[src/rtl/tc_cmd_pkg.sv]
`timescale 1ns/1ps
package tc_cmd_pkg;
   localparam logic [2:0] A_CTRL   = 3'd0;
   localparam logic [2:0] A_CMD    = 3'd1;
   localparam logic [2:0] A_FLAGS  = 3'd2;
   localparam logic [2:0] A_CNT    = 3'd3;
   localparam logic [2:0] A_PER    = 3'd4;
   localparam logic [2:0] A_PERBUF = 3'd5;
   localparam logic [2:0] A_CMP    = 3'd6;
   localparam logic [2:0] A_CMPBUF = 3'd7;

   localparam int CTRL_RUN  = 0;
   localparam int CTRL_LOCK = 1;
   localparam int CTRL_DOWN = 2;
   localparam int CTRL_W    = 3;

   typedef struct packed {
      logic reset;
      logic restart;
      logic update;
   } cmd_t;
endpackage

[src/rtl/tc_cmd_bufreg.sv]
`timescale 1ns/1ps
module tc_cmd_bufreg #(
   parameter int           W    = 16,
   parameter logic [W-1:0] INIT = '0
) (
   input  logic         clk,
   input  logic         rst_n,
   input  logic         clr,
   input  logic         wr_act,
   input  logic         wr_buf,
   input  logic [W-1:0] wdata,
   input  logic         xfer,
   output logic [W-1:0] act,
   output logic [W-1:0] buf_q,
   output logic         valid
);
   always_ff @(posedge clk or negedge rst_n) begin
      if (!rst_n) begin
         act   <= INIT;
         buf_q <= INIT;
         valid <= 1'b0;
      end else if (clr) begin
         act   <= INIT;
         buf_q <= INIT;
         valid <= 1'b0;
      end else begin
         if (wr_act)
            act <= wdata;
         else if (xfer && valid)
            act <= buf_q;
         if (wr_buf) begin
            buf_q <= wdata;
            valid <= 1'b1;
         end else if (xfer) begin
            valid <= 1'b0;
         end
      end
   end

   AST_XFER_LOADS: assert property (@(posedge clk) disable iff (!rst_n)
      (xfer && valid && !wr_act && !clr) |=> (act == $past(buf_q)));
   AST_BUF_MARKS_VALID: assert property (@(posedge clk) disable iff (!rst_n)
      (wr_buf && !clr) |=> valid);
endmodule

[src/rtl/tc_cmd_counter.sv]
`timescale 1ns/1ps
module tc_cmd_counter #(
   parameter int W = 16
) (
   input  logic         clk,
   input  logic         rst_n,
   input  logic         clr,
   input  logic         restart,
   input  logic         tick,
   input  logic         down,
   input  logic [W-1:0] per,
   input  logic [W-1:0] cmp,
   input  logic         wr_cnt,
   input  logic [W-1:0] wdata,
   output logic [W-1:0] cnt,
   output logic         wrap,
   output logic         cmp_hit,
   output logic         cmp_out
);
   logic live;
   logic at_end;

   assign live    = tick && !clr && !restart;
   assign at_end  = down ? (cnt == '0) : (cnt == per);
   assign wrap    = live && !wr_cnt && at_end;
   assign cmp_hit = live && (cnt == cmp);

   always_ff @(posedge clk or negedge rst_n) begin
      if (!rst_n) begin
         cnt     <= '0;
         cmp_out <= 1'b0;
      end else if (clr || restart) begin
         cnt     <= '0;
         cmp_out <= 1'b0;
      end else begin
         if (wr_cnt)
            cnt <= wdata;
         else if (tick) begin
            if (at_end)
               cnt <= down ? per : '0;
            else
               cnt <= down ? cnt - 1'b1 : cnt + 1'b1;
         end
         if (tick)
            cmp_out <= (cnt < cmp);
      end
   end

   AST_UP_WRAP: assert property (@(posedge clk) disable iff (!rst_n)
      (tick && !down && cnt == per && !clr && !restart && !wr_cnt) |=> (cnt == '0));
   AST_DOWN_RELOAD: assert property (@(posedge clk) disable iff (!rst_n)
      (tick && down && cnt == '0 && !clr && !restart && !wr_cnt) |=> (cnt == $past(per)));
   AST_RESTART_ZERO: assert property (@(posedge clk) disable iff (!rst_n)
      restart |=> (cnt == '0 && !cmp_out));
   AST_IDLE_HOLDS: assert property (@(posedge clk) disable iff (!rst_n)
      (!tick && !clr && !restart && !wr_cnt) |=> $stable(cnt));
endmodule

[src/rtl/tc_cmd_flags.sv]
`timescale 1ns/1ps
module tc_cmd_flags (
   input  logic       clk,
   input  logic       rst_n,
   input  logic       clr,
   input  logic       set_ovf,
   input  logic       set_cmp,
   input  logic       w1c,
   input  logic [1:0] w1c_bits,
   input  logic       ack_ovf,
   input  logic       ack_cmp,
   output logic       ovf_q,
   output logic       cmp_q
);
   logic kill_ovf;
   logic kill_cmp;

   assign kill_ovf = ack_ovf || (w1c && w1c_bits[0]);
   assign kill_cmp = ack_cmp || (w1c && w1c_bits[1]);

   always_ff @(posedge clk or negedge rst_n) begin
      if (!rst_n) begin
         ovf_q <= 1'b0;
         cmp_q <= 1'b0;
      end else if (clr) begin
         ovf_q <= 1'b0;
         cmp_q <= 1'b0;
      end else begin
         if (set_ovf)       ovf_q <= 1'b1;
         else if (kill_ovf) ovf_q <= 1'b0;
         if (set_cmp)       cmp_q <= 1'b1;
         else if (kill_cmp) cmp_q <= 1'b0;
      end
   end

   AST_OVF_ACK_CLEARS: assert property (@(posedge clk) disable iff (!rst_n)
      (ack_ovf && !set_ovf) |=> !ovf_q);
   AST_CMP_ACK_CLEARS: assert property (@(posedge clk) disable iff (!rst_n)
      (ack_cmp && !set_cmp) |=> !cmp_q);
   AST_SET_BEATS_CLEAR: assert property (@(posedge clk) disable iff (!rst_n)
      (set_ovf && !clr) |=> ovf_q);
   AST_W1C_CMP: assert property (@(posedge clk) disable iff (!rst_n)
      (w1c && w1c_bits[1] && !set_cmp) |=> !cmp_q);
endmodule

[src/rtl/tc_cmd_timer.sv]
`timescale 1ns/1ps
module tc_cmd_timer
   import tc_cmd_pkg::*;
#(
   parameter int           W        = 16,
   parameter int           AW       = 3,
   parameter logic [W-1:0] PER_INIT = '1
) (
   input  logic          clk,
   input  logic          rst_n,
   input  logic          clk_en,
   input  logic [AW-1:0] bus_addr,
   input  logic [W-1:0]  bus_wdata,
   input  logic          bus_wr,
   input  logic          bus_rd,
   input  logic          bus_dma,
   output logic [W-1:0]  bus_rdata,
   output logic          ovf_req,
   output logic          cmp_req,
   output logic          cmp_out
);
   localparam int PAD_CTRL  = W - CTRL_W;
   localparam int PAD_FLAGS = W - 2;

   generate
      if (W < 4) begin : g_w_chk
         $error("tc_cmd_timer: W must be at least 4");
      end
      if (AW < 3) begin : g_aw_chk
         $error("tc_cmd_timer: AW must be at least 3");
      end
   endgenerate

   logic addr_ok;
   generate
      if (AW > 3) begin : g_addr_hi
         assign addr_ok = (bus_addr[AW-1:3] == '0);
      end else begin : g_addr_exact
         assign addr_ok = 1'b1;
      end
   endgenerate

   logic [2:0] sel;
   assign sel = bus_addr[2:0];

   logic wr_ctrl, wr_cmd, wr_flags, wr_cnt, wr_per, wr_perbuf, wr_cmp, wr_cmpbuf;
   assign wr_ctrl   = bus_wr && addr_ok && (sel == A_CTRL);
   assign wr_cmd    = bus_wr && addr_ok && (sel == A_CMD);
   assign wr_flags  = bus_wr && addr_ok && (sel == A_FLAGS);
   assign wr_cnt    = bus_wr && addr_ok && (sel == A_CNT);
   assign wr_per    = bus_wr && addr_ok && (sel == A_PER);
   assign wr_perbuf = bus_wr && addr_ok && (sel == A_PERBUF);
   assign wr_cmp    = bus_wr && addr_ok && (sel == A_CMP);
   assign wr_cmpbuf = bus_wr && addr_ok && (sel == A_CMPBUF);

   logic [CTRL_W-1:0] ctrl_q;
   logic run, lock, down;
   assign run  = ctrl_q[CTRL_RUN];
   assign lock = ctrl_q[CTRL_LOCK];
   assign down = ctrl_q[CTRL_DOWN];

   cmd_t cmd;
   assign cmd = wr_cmd ? cmd_t'(bus_wdata[2:0]) : cmd_t'(3'b000);

   logic do_reset, do_restart, do_update;
   assign do_reset   = cmd.reset && !run;
   assign do_restart = cmd.restart && !do_reset;
   assign do_update  = cmd.update && !do_reset && !do_restart && !lock;

   always_ff @(posedge clk or negedge rst_n) begin
      if (!rst_n) begin
         ctrl_q <= '0;
      end else if (do_reset) begin
         ctrl_q <= '0;
      end else begin
         if (wr_ctrl)    ctrl_q <= bus_wdata[CTRL_W-1:0];
         if (do_restart) ctrl_q[CTRL_DOWN] <= 1'b0;
      end
   end

   logic tick, wrap, cmp_hit, xfer;
   logic [W-1:0] cnt, per_act, per_buf, cmp_act, cmp_buf;
   logic per_valid, cmp_valid;

   assign tick = clk_en && run;
   assign xfer = (wrap && !lock) || do_update;

   tc_cmd_bufreg #(.W(W), .INIT(PER_INIT)) u_per (
      .clk(clk), .rst_n(rst_n), .clr(do_reset),
      .wr_act(wr_per), .wr_buf(wr_perbuf), .wdata(bus_wdata), .xfer(xfer),
      .act(per_act), .buf_q(per_buf), .valid(per_valid)
   );

   tc_cmd_bufreg #(.W(W), .INIT('0)) u_cmp (
      .clk(clk), .rst_n(rst_n), .clr(do_reset),
      .wr_act(wr_cmp), .wr_buf(wr_cmpbuf), .wdata(bus_wdata), .xfer(xfer),
      .act(cmp_act), .buf_q(cmp_buf), .valid(cmp_valid)
   );

   tc_cmd_counter #(.W(W)) u_cnt (
      .clk(clk), .rst_n(rst_n), .clr(do_reset), .restart(do_restart),
      .tick(tick), .down(down), .per(per_act), .cmp(cmp_act),
      .wr_cnt(wr_cnt), .wdata(bus_wdata),
      .cnt(cnt), .wrap(wrap), .cmp_hit(cmp_hit), .cmp_out(cmp_out)
   );

   logic ack_ovf, ack_cmp;
   assign ack_ovf = bus_dma && (wr_cnt || wr_per || wr_perbuf);
   assign ack_cmp = bus_dma && addr_ok && (bus_wr || bus_rd)
                    && ((sel == A_CMP) || (sel == A_CMPBUF));

   tc_cmd_flags u_flags (
      .clk(clk), .rst_n(rst_n), .clr(do_reset),
      .set_ovf(wrap), .set_cmp(cmp_hit),
      .w1c(wr_flags), .w1c_bits(bus_wdata[1:0]),
      .ack_ovf(ack_ovf), .ack_cmp(ack_cmp),
      .ovf_q(ovf_req), .cmp_q(cmp_req)
   );

   always_comb begin
      bus_rdata = '0;
      if (addr_ok) begin
         unique case (sel)
            A_CTRL:   bus_rdata = {{PAD_CTRL{1'b0}}, ctrl_q};
            A_CMD:    bus_rdata = '0;
            A_FLAGS:  bus_rdata = {{PAD_FLAGS{1'b0}}, cmp_req, ovf_req};
            A_CNT:    bus_rdata = cnt;
            A_PER:    bus_rdata = per_act;
            A_PERBUF: bus_rdata = per_buf;
            A_CMP:    bus_rdata = cmp_act;
            A_CMPBUF: bus_rdata = cmp_buf;
            default:  bus_rdata = '0;
         endcase
      end
   end

   AST_RESET_REFUSED_RUNNING: assert property (@(posedge clk) disable iff (!rst_n)
      (cmd.reset && run) |=> run);
   AST_LOCK_HOLDS_PERIOD: assert property (@(posedge clk) disable iff (!rst_n)
      (lock && !wr_per && !do_reset) |=> $stable(per_act));
   AST_RESTART_UP: assert property (@(posedge clk) disable iff (!rst_n)
      do_restart |=> !down);
   AST_RESTART_BEATS_UPDATE: assert property (@(posedge clk) disable iff (!rst_n)
      (cmd.restart && cmd.update && run && !wr_per) |=> $stable(per_act));
endmodule

[config.mk]
export PLATFORM = sky130hd
export DESIGN_NAME = tc_cmd_timer
export DESIGN_NICKNAME = d
export VERILOG_FILES = /design/src/rtl/tc_cmd_pkg.sv /design/src/rtl/tc_cmd_bufreg.sv /design/src/rtl/tc_cmd_counter.sv /design/src/rtl/tc_cmd_flags.sv /design/src/rtl/tc_cmd_timer.sv
export SDC_FILE = /design/constraint.sdc
export NUM_CORES = 1
export LEC_CHECK = 0
export CAP_MARGIN = 20
export CORE_MARGIN = 4
export CORE_UTILIZATION = 57
export CTS_CLUSTER_SIZE = 28
export DETAILED_ROUTE_END_ITERATION = 16
export DONT_BUFFER_PORTS = 1
export GPL_TIMING_DRIVEN = 0
export PLACE_DENSITY = 0.77
export REMOVE_ABC_BUFFERS = 1
export SLEW_MARGIN = 0
export SYNTH_ARGS = -nofsm -noshare
export SYNTH_HDL_FRONTEND = slang
export SYNTH_SLANG_ARGS = --single-unit
[constraint.sdc]
create_clock -name clk -period 3.8 [get_ports clk]
set_input_delay 0.38 -clock clk [delete_from_list [all_inputs] [get_ports clk]]
set_output_delay 0.38 -clock clk [all_outputs]
set_load 0.02 [all_outputs]
* Yosys cells after proc, flatten, opt, wreduce, memory -nomap -nowiden *
Cells that the tools add are included.

word-level totals
  output and inout port bits = 19
  flip-flop bits (word level) = 88
  memories = 0
  latch bits = 0
  memory bits (writable) = 0
  bits of input ports = 25
  logic and storage cells = 113
  memory bits (read-only) = 0

operators by class
  shifts and indexed selects = 0
  bitwise gates (word level) = 0
  div/mod/pow operators = 0
  muxes and demuxes = 35
  magnitude comparators = 1
  add/subtract/negate cells = 2
  multipliers = 0
  reduce and logical (&&, ||, !) cells = 54
  eq/ne operators = 9

operator list
  kind                     count
  $mux W16                 16
  $pmux W16 S8             1
  $eq A16 B16 Y1           2
  $logic_and A1 B1 Y1      27
  $reduce_bool A3 Y1       8
  $add A16 B1 Y16 const B  1
  $logic_not A16 Y1        1
  $lt A16 B16 Y1           1
  $sub A16 B1 Y16 const B  1
  $mux W1                  15
  $eq A3 B3 Y1 const B     4
  $mux W3                  3
  $logic_or A1 B1 Y1       8
  $reduce_bool A2 Y1       4
  $eq A3 B2 Y1 const B     2
  $logic_not A1 Y1         5
  $eq A3 B1 Y1 const B     1
  $logic_not A3 Y1         1

* Longest topological paths before layout *
  depth after elaboration = 16
  depth in mapped cells = 9
  depth with buffers taken out = 8

* By module *
From an unflattened synthesis, not the netlist that was laid out.

second synthesis, totals
  cell total of the unflattened synthesis = 655
  area total of the unflattened synthesis = 6434.9 µm²

modules (own cells, without submodules)
  module                  area each (µm²)  cells each  sequential area each (µm²)  times used
  tc_cmd_counter          2314.7           288         425.4                       1
  tc_cmd_bufreg at u_per  1605.3           132         865.8                       1
  tc_cmd_bufreg at u_cmp  1500.2           128         825.8                       1
  tc_cmd_timer            929.6            97          75.1                        1
  tc_cmd_flags            85.1             10          50.0                        1

* Least setup slack after synthesis *
No wires, ideal clock.

  kind = register -> register
  start = reg ctrl_q[2]
  end = reg u_cnt.cnt[14]
  data arrival time = 2.384 ns
  cell stages (with the launch flop) = 9
  data required time = 3.678 ns
  clock period less this slack = 2.505 ns
  path slack = 1.295 ns
  cells stage by stage = dfrtp_1 ha_1 clkbuf_1 and3_1 a221o_1 a21oi_1 mux2i_1 o31ai_1 a32o_1

on the way
  cells in the longest elaborated chain, start to end = 5

RTL lines
  element                           line                  source
  start: declaration                tc_cmd_timer.sv:56    logic [CTRL_W-1:0] ctrl_q;
  start signal: assignment          tc_cmd_timer.sv:76    if (wr_ctrl) ctrl_q <= bus_wdata[CTRL_W-1:0];
  $mux W16 (tied with other cells)  tc_cmd_counter.sv:42  cnt <= down ? cnt - 1'b1 : cnt + 1'b1;
  $mux W16 (*)                      tc_cmd_counter.sv:39  if (at_end)
  $mux W16 (*)                      tc_cmd_counter.sv:38  else if (tick) begin
  $mux W16 (*)                      tc_cmd_counter.sv:36  if (wr_cnt)
  $mux W16 (*)                      tc_cmd_counter.sv:32  end else if (clr || restart) begin
  end signal: assignment            tc_cmd_counter.sv:37  cnt <= wdata;
  end signal: assignment            tc_cmd_counter.sv:40  cnt <= down ? per : '0;
  end signal: assignment            tc_cmd_counter.sv:42
  end: declaration                  tc_cmd_counter.sv:15  output logic [W-1:0] cnt,

Every way passes the cells marked *; elsewhere a longest branch is shown, timed or not. The select of a mux whose other input is x is not followed.
A chain may end at the register's enable or synchronous reset.

* Worst setup path after layout *
  start = reg ctrl_q[2]
  end = reg u_cmp.act[5]

on the way
  cells in the longest elaborated chain, start to end = 6

RTL lines
  element                       line                  source
  $mux W1                       tc_cmd_counter.sv:24  assign at_end = down ? (cnt == '0) : (cnt == per);
  $logic_and A1 B1 Y1           tc_cmd_counter.sv:25  assign wrap = live && !wr_cnt && at_end;
  $logic_and A1 B1 Y1           tc_cmd_timer.sv:86    assign xfer = (wrap && !lock) || do_update;
  $logic_or A1 B1 Y1            tc_cmd_timer.sv:86
  $logic_and A1 B1 Y1           tc_cmd_bufreg.sv:29   else if (xfer && valid)
  $reduce_bool A3 Y1 (no line)  -
  end signal: assignment        tc_cmd_bufreg.sv:28   act <= wdata;
  end signal: assignment        tc_cmd_bufreg.sv:30   act <= buf_q;
  end: declaration              tc_cmd_bufreg.sv:13   output logic [W-1:0] act,

No other way between the ends.

==> flow_metrics.tcl <==
set metrics [dict create \
    grt_pass1_wl_um 32440 \
    die_w_um 115.0 \
    p_sw_uw 1729 \
    core_mm2 0.01103 \
    peakVddDrop_mv 0.3365 \
    mostFrequentLayoutCell "nand2_1" \
    first_global_vias 5915 \
    synthCells 791 \
    cts_buffers 9 \
    outcome "finished, final reports clean" \
    hp-class "in2reg" \
    period_minus_slack_ns 3.420 \
    maxSlewHeadroom_pct 29.72 \
    clkSlewWorstSetupHoldPaths_ns 0.06 \
    synthTopCellsByArea "dfrtp_1 (21%), dfstp_2 (13%), nand2_1 (6.7%)" \
    portBuffers 0 \
    async_flop_share_pct 100.0 \
    rows 38 \
    post_cts_buffers 0 \
    root_buffer "clkbuf_16" \
    placedCellCount 881 \
    netlist.area_leader.share_pct 21.49 \
    ant_nets 0 \
    p_int_uw 2674 \
    timing.hold.ws_ns 0.1453 \
    comb_power_share_pct 39.3 \
    seq_area_frac_synth_pct 34.39 \
    min_period_over_period_pct 90.00 \
    worst_setup_path_start_kind "flip-flop" \
    end_kind "flip-flop" \
    setup_viol 0 \
    dpl_worst_slack_ns 0.4253 \
    cts_tree "done" \
    drtPass1Iterations 6 \
    clkPwrFrac_pct 23.1 \
    wl_um 20000 \
    grt_overflow 0 \
    ys_ff_latch 88 \
    post-route-util_pct 62.39 \
    final_nets 811 \
    fmax_mhz 292.4 \
    ios 44 \
    antenna_found_initial 0 \
    die_height_um 115.0 \
    fin_ws_ns 0.3800 \
    layout_common_cells "nand2_1 (117), nor2_1 (92), o21ai_0 (64)" \
    arrival_ns 3.69 \
    clock_sinks 88 \
    dp_hpwl_um 13690 \
    yosys.area.top_type "dfrtp_1" \
    area_growth_pct 5.546 \
    drcViolationCount 0 \
    post_cts_resized 0 \
    report.final.slew_viol_count 0 \
    final_cells 899 \
    grt_max_degree 89 \
    wl_per_cell_um 22.24 \
    worstSkewPairLatency_ns 0.34 \
    cap_violations 0 \
    path_max_fanout 20 \
    ys_types 67 \
    layout-drive-gt1-share_pct 11.33 \
    power_density_mw_per_mm2 639.8 \
    track_usage_pct 31.31 \
    cts.path.max_buffers 2 \
    vias_per_cell 6.879 \
    skew_ns 0.005255 \
    p_leak_uw 0.002922 \
    yosys_most_used_dff "dfrtp_1" \
    rsz0062_at_grt "no" \
    initial_core_util_pct 59.11 \
    path_class "reg2reg" \
    antenna_cells 0 \
    dr.first_iter.drc_count 869 \
    synth_area_mm2 0.006520 \
    seqPwrFrac_pct 37.6 \
    fp.dieArea_mm2 0.01321 \
    yosysWarningCount 0 \
    tightest_slew_ns 1.050 \
    num_vias 6184 \
    finalWeightedCongestion 0.9243 \
    tns_ns 0 \
    syn_area_per_cell_um2 8.243 \
    cp.required_ns 4.07 \
    h-tree-depth 3 \
    swShare_pct 39.26 \
    synth_edf_count 0 \
    hold_viol 0 \
]
-- critical path, cell delays in order (launching register included) --
cell	delay, ns
dfrtp_1	0.85
nor4b_1	0.32
nand2_1	0.10
or3_1	0.67
o221ai_4	0.84
mux2_2	0.41
nor2_1	0.11
-- layer usage --
metal | track usage [%] | vias to the layer above | routed length, um
li1 | - | 2779 | -
met1 | 44.24 | 2941 | 8055
met2 | 49.23 | 412 | 9455
met3 | 5.526 | 52 | 2024
met4 | 9.703 | 0 | 460
met5 | 0 | - | 0
-- cell families (layout without fill, tap and decap cells) --
kind of cell    count (synthesis)  count (layout)  synth area share (%)
compound gates                201             201                 20.55
xor+xnor                       29              29                 3.896
flops                          88              88                 34.39
simple gates                  334             334                 23.64
mux                            31              31                 5.891
buf+inv                        77              45                 5.565
fa+ha+maj                      31              31                 6.064
-- Yosys cell counts (all sizes together), types with 9 or more instances --
library cell,n
mux2,19
clkbuf,41
a21o,9
nor4,38
nor3,23
buf,16
nand3,27
xor2,21
nand2,117
inv,20
dfrtp,56
nor2,93
a22o,14
ha,30
mux2i,11
a21oi,39
a22oi,25
nand4,9
dfstp,32
o21ai,69
-- final cells by class --
class	instances	area, um^2
clock inverters	3	90.09
well taps	140	175.2
clock buffers	12	246.5
multi-input cells	626	3924
inverters	20	75.07
flip-flops and latches	88	2242
fillers	942	4149
repair buffers	10	128.9
-- registers in the layout, summed over array words and instances, names as in the netlist --
name,flops
u_cmp.act,16
u_cmp.buf_q,16
u_cnt.cnt,16
u_per.act,16
u_per.buf_q,16
ctrl_q,3
u_cmp.valid,1
u_cnt.cmp_out,1
u_flags.cmp_q,1
u_flags.ovf_q,1
u_per.valid,1
-- through the flow --
step	area, um^2	total power, uW
final	6882	4403
after global routing	6882	4696
after CTS	6874	4360
after detailed placement	6500	3305
after global placement	6407	3202
after floorplan	6232	2826
-- worst paths after layout --
kind                                                to                       start  slack (ns)  depth (start not counted)
setup / recovery              u_cmp.act[5]$_DFFE_PN0P_       ctrl_q[2]$_DFFE_PN0P_        0.38                          6
hold / removal             u_per.buf_q[12]$_DFFE_PN1P_               bus_wdata[12]        0.15                          2
setup reg to reg              u_cmp.act[5]$_DFFE_PN0P_       ctrl_q[2]$_DFFE_PN0P_        0.38                          6
hold reg to reg             u_per.buf_q[2]$_DFFE_PN1P_  u_per.buf_q[2]$_DFFE_PN1P_        0.48                          2
max in group asynchronous    u_per.act[12]$_DFFE_PN1P_                       rst_n        2.75                          2
min in group asynchronous     u_cmp.act[6]$_DFFE_PN0P_                       rst_n        0.69                          2
-- power by group through the flow --
stage,Sequential (uW),Combinational [uW],Clock (uW)
floorplan,1500,1330,0
global placement,1630,1570,0
detailed placement,1640,1660,0
CTS,1630,1710,1030
global route,1680,1940,1070
finish,1650,1730,1020
-- what timing repair did --
item,CTS,global route
endpoints found under the setup margin,0,0
hold buffers,2,0
hold endpoints to repair,88,0
(Power assumes the default switching activity.)
